**src/rtl/ddr_word_ser_pkg.sv**
```systemverilog
package ddr_word_ser_pkg;

    localparam int unsigned WORD_BITS = 16;

    typedef enum logic [1:0] {
        RATIO_X2  = 2'b00,
        RATIO_X4  = 2'b01,
        RATIO_X8  = 2'b10,
        RATIO_X8B = 2'b11
    } ratio_code_e;

    // Number of words per group for a ratio code.
    function automatic logic [3:0] words_of(input logic [1:0] code);
        logic [3:0] n;
        case (ratio_code_e'(code))
            RATIO_X2: n = 4'd2;
            RATIO_X4: n = 4'd4;
            default:  n = 4'd8;
        endcase
        return n;
    endfunction

endpackage

```
**src/rtl/ser_phase_gen.sv**
```systemverilog
module ser_phase_gen
    import ddr_word_ser_pkg::*;
#(
    parameter int unsigned MAX_RATIO = 8
) (
    input  logic       clk,
    input  logic       rst_n,
    input  logic [1:0] ratio_sel_i,
    output logic       take_o
);
    localparam int unsigned PH_W = (MAX_RATIO > 2) ? $clog2(MAX_RATIO) : 1;
    localparam logic [3:0]  MAX_W = 4'(MAX_RATIO);

    typedef struct packed {
        logic [PH_W-1:0] phase;
        logic [PH_W-1:0] last;
    } ph_state_t;

    ph_state_t st_d, st_q;
    logic [3:0] words_now;

    always_comb begin
        st_d      = st_q;
        words_now = words_of(ratio_sel_i);
        if (words_now > MAX_W) begin
            words_now = MAX_W;
        end
        if (st_q.phase == '0) begin
            // group boundary: latch the ratio for this group
            st_d.last  = PH_W'(words_now - 4'd1);
            st_d.phase = PH_W'(1);
        end else if (st_q.phase == st_q.last) begin
            st_d.phase = '0;
        end else begin
            st_d.phase = st_q.phase + PH_W'(1);
        end
    end

    always_ff @(posedge clk) begin
        if (!rst_n) begin
            st_q <= '0;
        end else begin
            st_q <= st_d;
        end
    end

    assign take_o = (st_q.phase == '0);

endmodule

```
**src/rtl/ser_shift_lane.sv**
```systemverilog
module ser_shift_lane #(
    parameter int unsigned WIDTH = 16,
    parameter int unsigned DEPTH = 8
) (
    input  logic                   clk,
    input  logic                   rst_n,
    input  logic                   load_i,
    input  logic [WIDTH*DEPTH-1:0] par_i,
    output logic [WIDTH-1:0]       ser_o
);
    localparam int unsigned TOT_W = WIDTH * DEPTH;

    typedef struct packed {
        logic [TOT_W-1:0] shreg;
        logic [WIDTH-1:0] outw;
    } lane_state_t;

    lane_state_t st_d, st_q;

    always_comb begin
        st_d = st_q;
        if (load_i) begin
            // word 0 goes straight to the output register
            st_d.outw  = par_i[WIDTH-1:0];
            st_d.shreg = par_i >> WIDTH;
        end else begin
            st_d.outw  = st_q.shreg[WIDTH-1:0];
            st_d.shreg = st_q.shreg >> WIDTH;
        end
    end

    always_ff @(posedge clk) begin
        if (!rst_n) begin
            st_q <= '0;
        end else begin
            st_q <= st_d;
        end
    end

    assign ser_o = st_q.outw;

endmodule

```
**src/rtl/ddr_word_ser.sv**
```systemverilog
module ddr_word_ser
    import ddr_word_ser_pkg::*;
#(
    parameter int unsigned WORD_W    = WORD_BITS,
    parameter int unsigned MAX_RATIO = 8
) (
    input  logic                        clk,
    input  logic                        rst_n,
    input  logic [1:0]                  ratio_sel_i,
    input  logic [WORD_W*MAX_RATIO-1:0] par_data_i,
    input  logic [MAX_RATIO-1:0]        par_ctl_i,
    output logic                        take_o,
    output logic [WORD_W-1:0]           tx_dat_o,
    output logic                        tx_ctl_o,
    output logic                        tx_clk_o
);
    logic                 take;
    logic [MAX_RATIO-1:0] clk_pattern;

    // constant 1,0,1,0... with word 0 high
    genvar gi;
    generate
        for (gi = 0; gi < MAX_RATIO; gi++) begin : g_pat
            assign clk_pattern[gi] = ((gi % 2) == 0);
        end
    endgenerate

    ser_phase_gen #(
        .MAX_RATIO (MAX_RATIO)
    ) u_phase (
        .clk         (clk),
        .rst_n       (rst_n),
        .ratio_sel_i (ratio_sel_i),
        .take_o      (take)
    );

    ser_shift_lane #(
        .WIDTH (WORD_W),
        .DEPTH (MAX_RATIO)
    ) u_dat_lane (
        .clk    (clk),
        .rst_n  (rst_n),
        .load_i (take),
        .par_i  (par_data_i),
        .ser_o  (tx_dat_o)
    );

    ser_shift_lane #(
        .WIDTH (1),
        .DEPTH (MAX_RATIO)
    ) u_ctl_lane (
        .clk    (clk),
        .rst_n  (rst_n),
        .load_i (take),
        .par_i  (par_ctl_i),
        .ser_o  (tx_ctl_o)
    );

    ser_shift_lane #(
        .WIDTH (1),
        .DEPTH (MAX_RATIO)
    ) u_clk_lane (
        .clk    (clk),
        .rst_n  (rst_n),
        .load_i (take),
        .par_i  (clk_pattern),
        .ser_o  (tx_clk_o)
    );

    assign take_o = take;

endmodule

```
**config.mk**
```make
export PLATFORM = sky130hd
export DESIGN_NAME = ddr_word_ser
export DESIGN_NICKNAME = d
export VERILOG_FILES = /design/src/rtl/ddr_word_ser_pkg.sv /design/src/rtl/ser_phase_gen.sv /design/src/rtl/ser_shift_lane.sv /design/src/rtl/ddr_word_ser.sv
export SDC_FILE = /design/constraint.sdc
export NUM_CORES = 1
export LEC_CHECK = 0
export BUFFER_PORTS_ARGS = -buffer_cell sky130_fd_sc_hd__buf_2
export CORE_MARGIN = 5
export CORE_UTILIZATION = 45
export DETAILED_ROUTE_END_ITERATION = 10
export PLACE_DENSITY = 0.73
export SLEW_MARGIN = 5
export SYNTH_ARGS = -nofsm -noshare
export SYNTH_HDL_FRONTEND = slang
export SYNTH_HIERARCHICAL = 1
export SYNTH_SLANG_ARGS = --single-unit
export TNS_END_PERCENT = 100
```
**constraint.sdc**
```tcl
create_clock -name clk -period 1.51 [get_ports clk]
set_input_delay 0.2265 -clock clk [delete_from_list [all_inputs] [get_ports clk]]
set_output_delay 0.2265 -clock clk [all_outputs]
set_load 0.02 [all_outputs]
```
==> results of run 1 <==
kinds of logic (layout without fill, tap and decap cells):
kind of cell | after synthesis | count (layout) | share of synthesized area
other | 2 | 8 | 0.00129
DFF | 150 | 150 | 0.517
muxes | 128 | 128 | 0.220
adders and majority gates | 2 | 2 | 0.00430
and+or+nand+nor | 155 | 155 | 0.168
buffers and inverters | 49 | 233 | 0.0814
xor gates and xnor gates | 3 | 3 | 0.00452
AOI/OAI and AO/OA | 3 | 3 | 0.00387
what timing repair did:
item                       CTS  global route
setup buffers               19             3
cloned                       6             2
pin swaps                    3             1
hold endpoints to repair     0             0
setup endpoints to repair  103           130
gates resized for setup     39            28
where the power goes:
| group | switching, µW | leakage [µW] | internal (µW) |
|---|---|---|---|
| Sequential | 190 | 0.00124 | 4610 |
| Clock | 1440 | 0.000246 | 2140 |
| Combinational | 1740 | 0.00224 | 2510 |
worst max-delay path, cell delays in order, from the launching register on:
cell and delay [ns]:
dfxtp_2 0.32, inv_2 0.07, ha_4 0.13, nor2b_4 0.15
buf_6 0.14, buf_8 0.11
per-stage QoR:
stage / hold WS [ns] / setup WS (ns) / utilization / instance area (µm²) / total power [µW]
after detailed placement: 0.468 / -0.0785 / 0.528 / 6660 / 8010
after global routing: 0.0348 / -0.101 / 0.607 / 7670 / 13300
after CTS: 0.0329 / -0.154 / 0.605 / 7640 / 12700
after global placement: 0.461 / -0.0268 / 0.528 / 6660 / 7900
final: 0.0543 / -0.0476 / 0.607 / 7670 / 12600
after floorplan: 0.344 / -0.00517 / - / 5840 / 7590
cell type report:
class	count	area [µm²]	area share
inverters	2	7.51	0.000979
flip-flops and latches	150	3010	0.392
clock inverters	5	27.5	0.00359
well taps	172	215	0.0281
repair buffers	202	1490	0.194
clock buffers	24	472	0.0615
multi-input cells	299	2450	0.319
final timing paths:
kind / from / to / slack, ns / cells past startpoint
min reg2reg: u_dat_lane/st_q[49] / u_dat_lane/st_q[33] / 0.48 / 2
min: par_data_i[119] / u_dat_lane/st_q[119] / 0.05 / 2
max: u_phase/st_q[3] / take_o / -0.05 / 5
max reg2reg: u_phase/st_q[3] / u_dat_lane/st_q[25] / -0.03 / 9
flip-flops by register name, indices dropped and copies added (netlist names):
register and flops:
u_phase/st_q 6, u_dat_lane/ser_o 16, u_ctl_lane/st_q 7, u_dat_lane/st_q 112, u_clk_lane/ser_o 1, u_ctl_lane/ser_o 1
u_clk_lane/st_q 7
per-layer routing:
layer | global-route usage | vias up | wire length [µm]
met5 | 0 | - | 14
met4 | 0.0554 | 4 | 95
met3 | 0.0681 | 13 | 1010
met2 | 0.252 | 120 | 5680
met1 | 0.179 | 1735 | 4950
li1 | - | 1952 | -
cells in the final DEF, fill, tap and decap left out, drive strengths merged:
master / instances
buf: 200
dfxtp: 150
nor2b: 128
mux2i: 128
clkbuf: 26
and3: 18
conb: 8
clkinv: 4
nor2: 3
xor2: 3
inv: 2
nand2: 2
nor3: 2
ha: 2
clkinvlp: 1
o211a: 1
nor4: 1
o21ai: 1
nor3b: 1
o21a: 1
==> run_summary.xml, run 1 <==
<?xml version="1.0" encoding="UTF-8"?>
<metrics>
  <group name="outcome">
    <metric name="run_status" unit="">finished, violations left</metric>
    <metric name="failed_checks" unit="">negative setup slack</metric>
  </group>
  <group name="cts">
    <metric name="htree_levels" unit="">4</metric>
    <metric name="cts-root-buf" unit="">clkbuf_16</metric>
    <metric name="cts_made_buffers" unit="">17</metric>
    <metric name="cts_hold_buffers" unit="">0</metric>
    <metric name="clk_path_buf_depth" unit="">2</metric>
    <metric name="cts.clk_slew.worst_paths" unit="ns">0.06</metric>
    <metric name="cts_tree" unit="">built</metric>
    <metric name="clock_latency_late_sink" unit="ns">0.40</metric>
    <metric name="clock_sink_count" unit="">150</metric>
  </group>
  <group name="worst_setup_path">
    <metric name="worst-endpoint-required" unit="ns">1.28</metric>
    <metric name="critPathKind" unit="">reg -&gt; out</metric>
    <metric name="critical_path.endpoint_type" unit="">output port</metric>
    <metric name="cp-start-kind" unit="">flip-flop</metric>
    <metric name="worst_path_arrival" unit="ns">1.33</metric>
    <metric name="worst-path-max-fanout" unit="">3</metric>
  </group>
  <group name="floorplan">
    <metric name="coreArea" unit="µm²">12600</metric>
    <metric name="die-width" unit="µm">124</metric>
    <metric name="die_area" unit="µm²">15300</metric>
    <metric name="initial_utilization" unit="">0.461</metric>
    <metric name="die_y" unit="µm">124</metric>
    <metric name="io_pins" unit="">159</metric>
    <metric name="rows" unit="">41</metric>
  </group>
  <group name="timing">
    <metric name="fmaxAchievable" unit="GHz">0.642</metric>
    <metric name="timing.final.hold_violations" unit="">0</metric>
    <metric name="final-setup-viol-count" unit="">7</metric>
    <metric name="min_period" unit="ns">1.56</metric>
    <metric name="fin_worst_skew" unit="ns">0.00656</metric>
    <metric name="drv_slew" unit="">0</metric>
    <metric name="rsz_0062_raised_after_global_routing" unit="">true</metric>
    <metric name="fin_crit_sh" unit="">1.03</metric>
    <metric name="finalSetupTns" unit="ns">-0.122</metric>
    <metric name="setup_slack" unit="ns">-0.0476</metric>
  </group>
  <group name="power">
    <metric name="peak_supply_drop" unit="mV">0.984</metric>
    <metric name="p_leak" unit="µW">0.00372</metric>
    <metric name="power_per_cell_area" unit="nW/µm²">1650</metric>
  </group>
  <group name="route">
    <metric name="antenna_violating_nets_post_route" unit="">0</metric>
    <metric name="drc" unit="">0</metric>
    <metric name="first_iter_violations" unit="">125</metric>
    <metric name="routed_wl" unit="µm">11800</metric>
    <metric name="dr_total_vias" unit="">3824</metric>
    <metric name="post_drt_wl_per_cell" unit="µm">13.8</metric>
    <metric name="drt-pass1-iter-count" unit="">4</metric>
    <metric name="detail_route.vias_per_cell" unit="">4.48</metric>
  </group>
  <group name="final_layout">
    <metric name="finalNetCount" unit="">814</metric>
    <metric name="final.fill_count" unit="">1055</metric>
    <metric name="layout.cells.non_filler" unit="">854</metric>
    <metric name="num_antenna_cells" unit="">0</metric>
    <metric name="area.growth.synth_to_final" unit="%">31.9</metric>
    <metric name="layout_cell_share_with_drive_strength_beyond_1" unit="">0.371</metric>
  </group>
  <group name="synthesis">
    <metric name="post-synth-top-count-cell" unit="">dfxtp_1</metric>
    <metric name="syn-cell-area" unit="µm²">5810</metric>
    <metric name="synth.lib_cells_used.distinct" unit="">24</metric>
    <metric name="warnings_synthesis" unit="">6</metric>
    <metric name="yosys_top_cell_area_share" unit="">0.517</metric>
    <metric name="synth_ff_type" unit="">dfxtp_1</metric>
    <metric name="synth_common_cells" unit="">dfxtp_1, mux2i_1, nor2b_1</metric>
    <metric name="mapped_avg_cell_area" unit="µm²">11.8</metric>
    <metric name="ys_top_cells_by_area" unit="">dfxtp_1, mux2i_1, nor2b_1</metric>
    <metric name="synth_cells" unit="">492</metric>
    <metric name="share_of_synthesized_registers_carrying_an_async_set_or_reset" unit="">0</metric>
    <metric name="synth-seq-cells" unit="">150</metric>
    <metric name="post-synth-top-area-cell" unit="">dfxtp_1</metric>
    <metric name="ys_seq_area_frac" unit="">0.517</metric>
    <metric name="edff_count_synth" unit="">0</metric>
  </group>
  <group name="place">
    <metric name="dp_cells" unit="">802</metric>
    <metric name="place.gp.congestion" unit="">0.748</metric>
    <metric name="dp_hpwl" unit="µm">7810</metric>
    <metric name="portBuffers" unit="">158</metric>
  </group>
  <group name="grt">
    <metric name="antenna_found_initial" unit="">2</metric>
    <metric name="leftover_overflow_at_the_end_of_global_routing" unit="">0</metric>
    <metric name="grt_pass1_wl" unit="µm">18200</metric>
    <metric name="pin_count_of_the_biggest_net_entering_global_routing" unit="">93</metric>
    <metric name="grt.total_usage" unit="">0.154</metric>
    <metric name="grt_pass1_vias" unit="">3928</metric>
  </group>
  <group name="hold_path">
    <metric name="worst_hold_path_type" unit="">in -&gt; reg</metric>
  </group>
  <group name="job">
    <metric name="timing.max_cap.violations" unit="">0</metric>
  </group>
</metrics>
(Power assumes the default switching activity.)
==> inputs of run 2 (changes only) <==
--- a/config.mk
+++ b/config.mk
@@ -10,5 +10,5 @@
 export CORE_UTILIZATION = 45
 export DETAILED_ROUTE_END_ITERATION = 10
-export PLACE_DENSITY = 0.73
+export PLACE_DENSITY = 0.83
 export SLEW_MARGIN = 5
 export SYNTH_ARGS = -nofsm -noshare
==> constraint.sdc (replaced) <==
create_clock -name clk -period 1.51 [get_ports clk]
set_input_delay 0.0755 -clock clk [delete_from_list [all_inputs] [get_ports clk]]
set_output_delay 0.0755 -clock clk [all_outputs]
set_load 0.02 [all_outputs]
==> run_summary.xml, run 2 (synthesis gave the netlist of run 1 again) <==
<?xml version="1.0" encoding="UTF-8"?>
<metrics>
  <group name="outcome">
    <metric name="run_status" unit="">finished, violations left</metric>
    <metric name="failed_checks" unit="">negative setup slack</metric>
  </group>
  <group name="power">
    <metric name="peak_supply_drop" unit="mV">0.908</metric>
    <metric name="p_leak" unit="µW">0.00434</metric>
    <metric name="power_per_cell_area" unit="nW/µm²">1520</metric>
    <metric name="overall_power" unit="µW">14100</metric>
  </group>
  <group name="hold_path">
    <metric name="worst_hold_path_type" unit="">in -&gt; reg</metric>
    <metric name="hold_start" unit="">rst_n</metric>
  </group>
  <group name="final_layout">
    <metric name="max_flop_register" unit="">u_dat_lane/st_q</metric>
    <metric name="area.growth.synth_to_final" unit="%">60.5</metric>
    <metric name="fin_util" unit="">0.739</metric>
    <metric name="layout_commonest_cell" unit="">buf_2</metric>
    <metric name="largest_reg_flops" unit="">112</metric>
    <metric name="layout.cells.most_common_list" unit="">buf_2, dfxtp_1, dlygate4sd3_1, nor2b_1, mux2i_1</metric>
    <metric name="layout.cells.non_filler" unit="">1000</metric>
    <metric name="finalNetCount" unit="">955</metric>
    <metric name="layout_cell_share_with_drive_strength_beyond_1" unit="">0.344</metric>
  </group>
  <group name="grt">
    <metric name="antenna_found_initial" unit="">0</metric>
    <metric name="grt.total_usage" unit="">0.223</metric>
    <metric name="grt_pass1_vias" unit="">5183</metric>
    <metric name="pin_count_of_the_biggest_net_entering_global_routing" unit="">58</metric>
    <metric name="leftover_overflow_at_the_end_of_global_routing" unit="">0</metric>
    <metric name="grt_pass1_wl" unit="µm">25700</metric>
  </group>
  <group name="worst_setup_path">
    <metric name="worst_path_arrival" unit="ns">1.88</metric>
    <metric name="critical_path.startpoint" unit="">u_phase/st_q[3]</metric>
    <metric name="worst-endpoint-required" unit="ns">1.81</metric>
    <metric name="critical_path.endpoint_type" unit="">flip-flop</metric>
    <metric name="worst-path-max-fanout" unit="">12</metric>
    <metric name="critPathKind" unit="">reg -&gt; reg</metric>
    <metric name="critical_path.reg2reg.startpoint" unit="">u_phase/st_q[3]</metric>
    <metric name="cp-start-kind" unit="">flip-flop</metric>
  </group>
  <group name="cts">
    <metric name="cts.clk_slew.worst_paths" unit="ns">0.06</metric>
    <metric name="cts_made_buffers" unit="">17</metric>
    <metric name="clk_path_buf_depth" unit="">2</metric>
    <metric name="cts-root-buf" unit="">clkbuf_16</metric>
    <metric name="htree_levels" unit="">4</metric>
    <metric name="clock_latency_late_sink" unit="ns">0.42</metric>
    <metric name="cts_tree" unit="">built</metric>
    <metric name="clock_sink_count" unit="">150</metric>
  </group>
  <group name="floorplan">
    <metric name="die_area" unit="µm²">15300</metric>
    <metric name="die-width" unit="µm">124</metric>
    <metric name="rows" unit="">41</metric>
    <metric name="die_y" unit="µm">124</metric>
    <metric name="initial_utilization" unit="">0.461</metric>
    <metric name="io_pins" unit="">159</metric>
    <metric name="coreArea" unit="µm²">12600</metric>
  </group>
  <group name="timing">
    <metric name="setup_slack" unit="ns">-0.0767</metric>
    <metric name="drv_slew" unit="">0</metric>
    <metric name="final-setup-viol-count" unit="">59</metric>
    <metric name="fin_worst_skew" unit="ns">0.0135</metric>
    <metric name="rsz_0062_raised_after_global_routing" unit="">true</metric>
    <metric name="fin_crit_sh" unit="">1.05</metric>
    <metric name="fmaxAchievable" unit="GHz">0.630</metric>
    <metric name="timing.final.hold_violations" unit="">0</metric>
    <metric name="min_period" unit="ns">1.59</metric>
  </group>
  <group name="route">
    <metric name="antenna_violating_nets_post_route" unit="">0</metric>
    <metric name="drt-pass1-iter-count" unit="">4</metric>
    <metric name="detail_route.vias_per_cell" unit="">4.66</metric>
    <metric name="dr_total_vias" unit="">4660</metric>
    <metric name="drc" unit="">0</metric>
    <metric name="first_iter_violations" unit="">233</metric>
    <metric name="post_drt_wl_per_cell" unit="µm">18.3</metric>
    <metric name="routed_wl" unit="µm">18300</metric>
  </group>
  <group name="place">
    <metric name="dp_cells" unit="">803</metric>
    <metric name="portBuffers" unit="">158</metric>
    <metric name="dp_hpwl" unit="µm">7990</metric>
    <metric name="place.gp.congestion" unit="">0.787</metric>
  </group>
  <group name="job">
    <metric name="timing.max_cap.violations" unit="">0</metric>
  </group>
</metrics>
==> run 2: cell types whose count changed in the layout (fill, tap and decap cells not counted), moves of 4 or more <==
cell,change
clkbuf_1,-4
mux2i_1,-9
and3_4,+11
and3_1,-11
buf_12,-5
dlygate4sd3_1,+138
buf_6,+4
mux2i_4,+6
==> run 2: repair_timing <==
item	CTS	global route
hold endpoints to repair	138	0
pin swaps	1	1
resized for setup	31	63
hold buffers	138	0
setup endpoints to repair	112	142
buffers inserted	20	2
cloned	3	5
==> run 2: layer usage <==
layer	up-vias	wire length (µm)	track usage
met2	176	10300	0.424
met3	40	955	0.0613
li1	2245	-	-
met5	-	0	0
met1	2199	6610	0.223
met4	0	491	0.103
==> run 2: final timing paths <==
check / to / slack [ns] / cells after the start
max: u_clk_lane/st_q[5] / -0.08 / 8
min: u_ctl_lane/st_q[3] / 0.11 / 2
max reg2reg: u_clk_lane/st_q[5] / -0.08 / 8
min reg2reg: u_dat_lane/ser_o[5] / 0.49 / 2
==> run 2: through the flow <==
step	setup TNS (ns)	area (µm²)	hold slack (ns)	worst slack, ns
2_1_floorplan	-0.0517	5840	0.193	-0.00517
3_3_place_gp	-0.0295	6680	0.313	-0.0295
3_5_place_dp	-2.38	6680	0.318	-0.0849
4_1_cts	-6.40	9000	0.0924	-0.124
5_1_grt	-7.55	9320	0.117	-0.137
6_report	-2.01	9330	0.114	-0.0767
==> run 2: power breakdown <==
group	leakage (µW)	switching, µW	internal [µW]
Combinational	0.00281	2060	2920
Clock	0.000297	1670	2620
Sequential	0.00124	248	4610
Total	0.00434	3980	10200
==> run 2: layout make-up <==
type,count,area (µm²)
inverters,2,7.51
clock buffers,22,484
fillers,775,3290
well taps,172,215
multi-input cells,299,2580
flip-flops and latches,150,3010
clock inverters,10,118
diodes,2,5.00
repair buffers,343,2910
==> run 2: worst max-delay path, cell delays in order, from the launching register on <==
cell and delay [ns]:
dfxtp_2 0.33, inv_2 0.08, ha_4 0.14, nor2b_4 0.15, buf_6 0.15, buf_16 0.15, buf_12 0.15, mux2i_1 0.23
nor2b_1 0.09
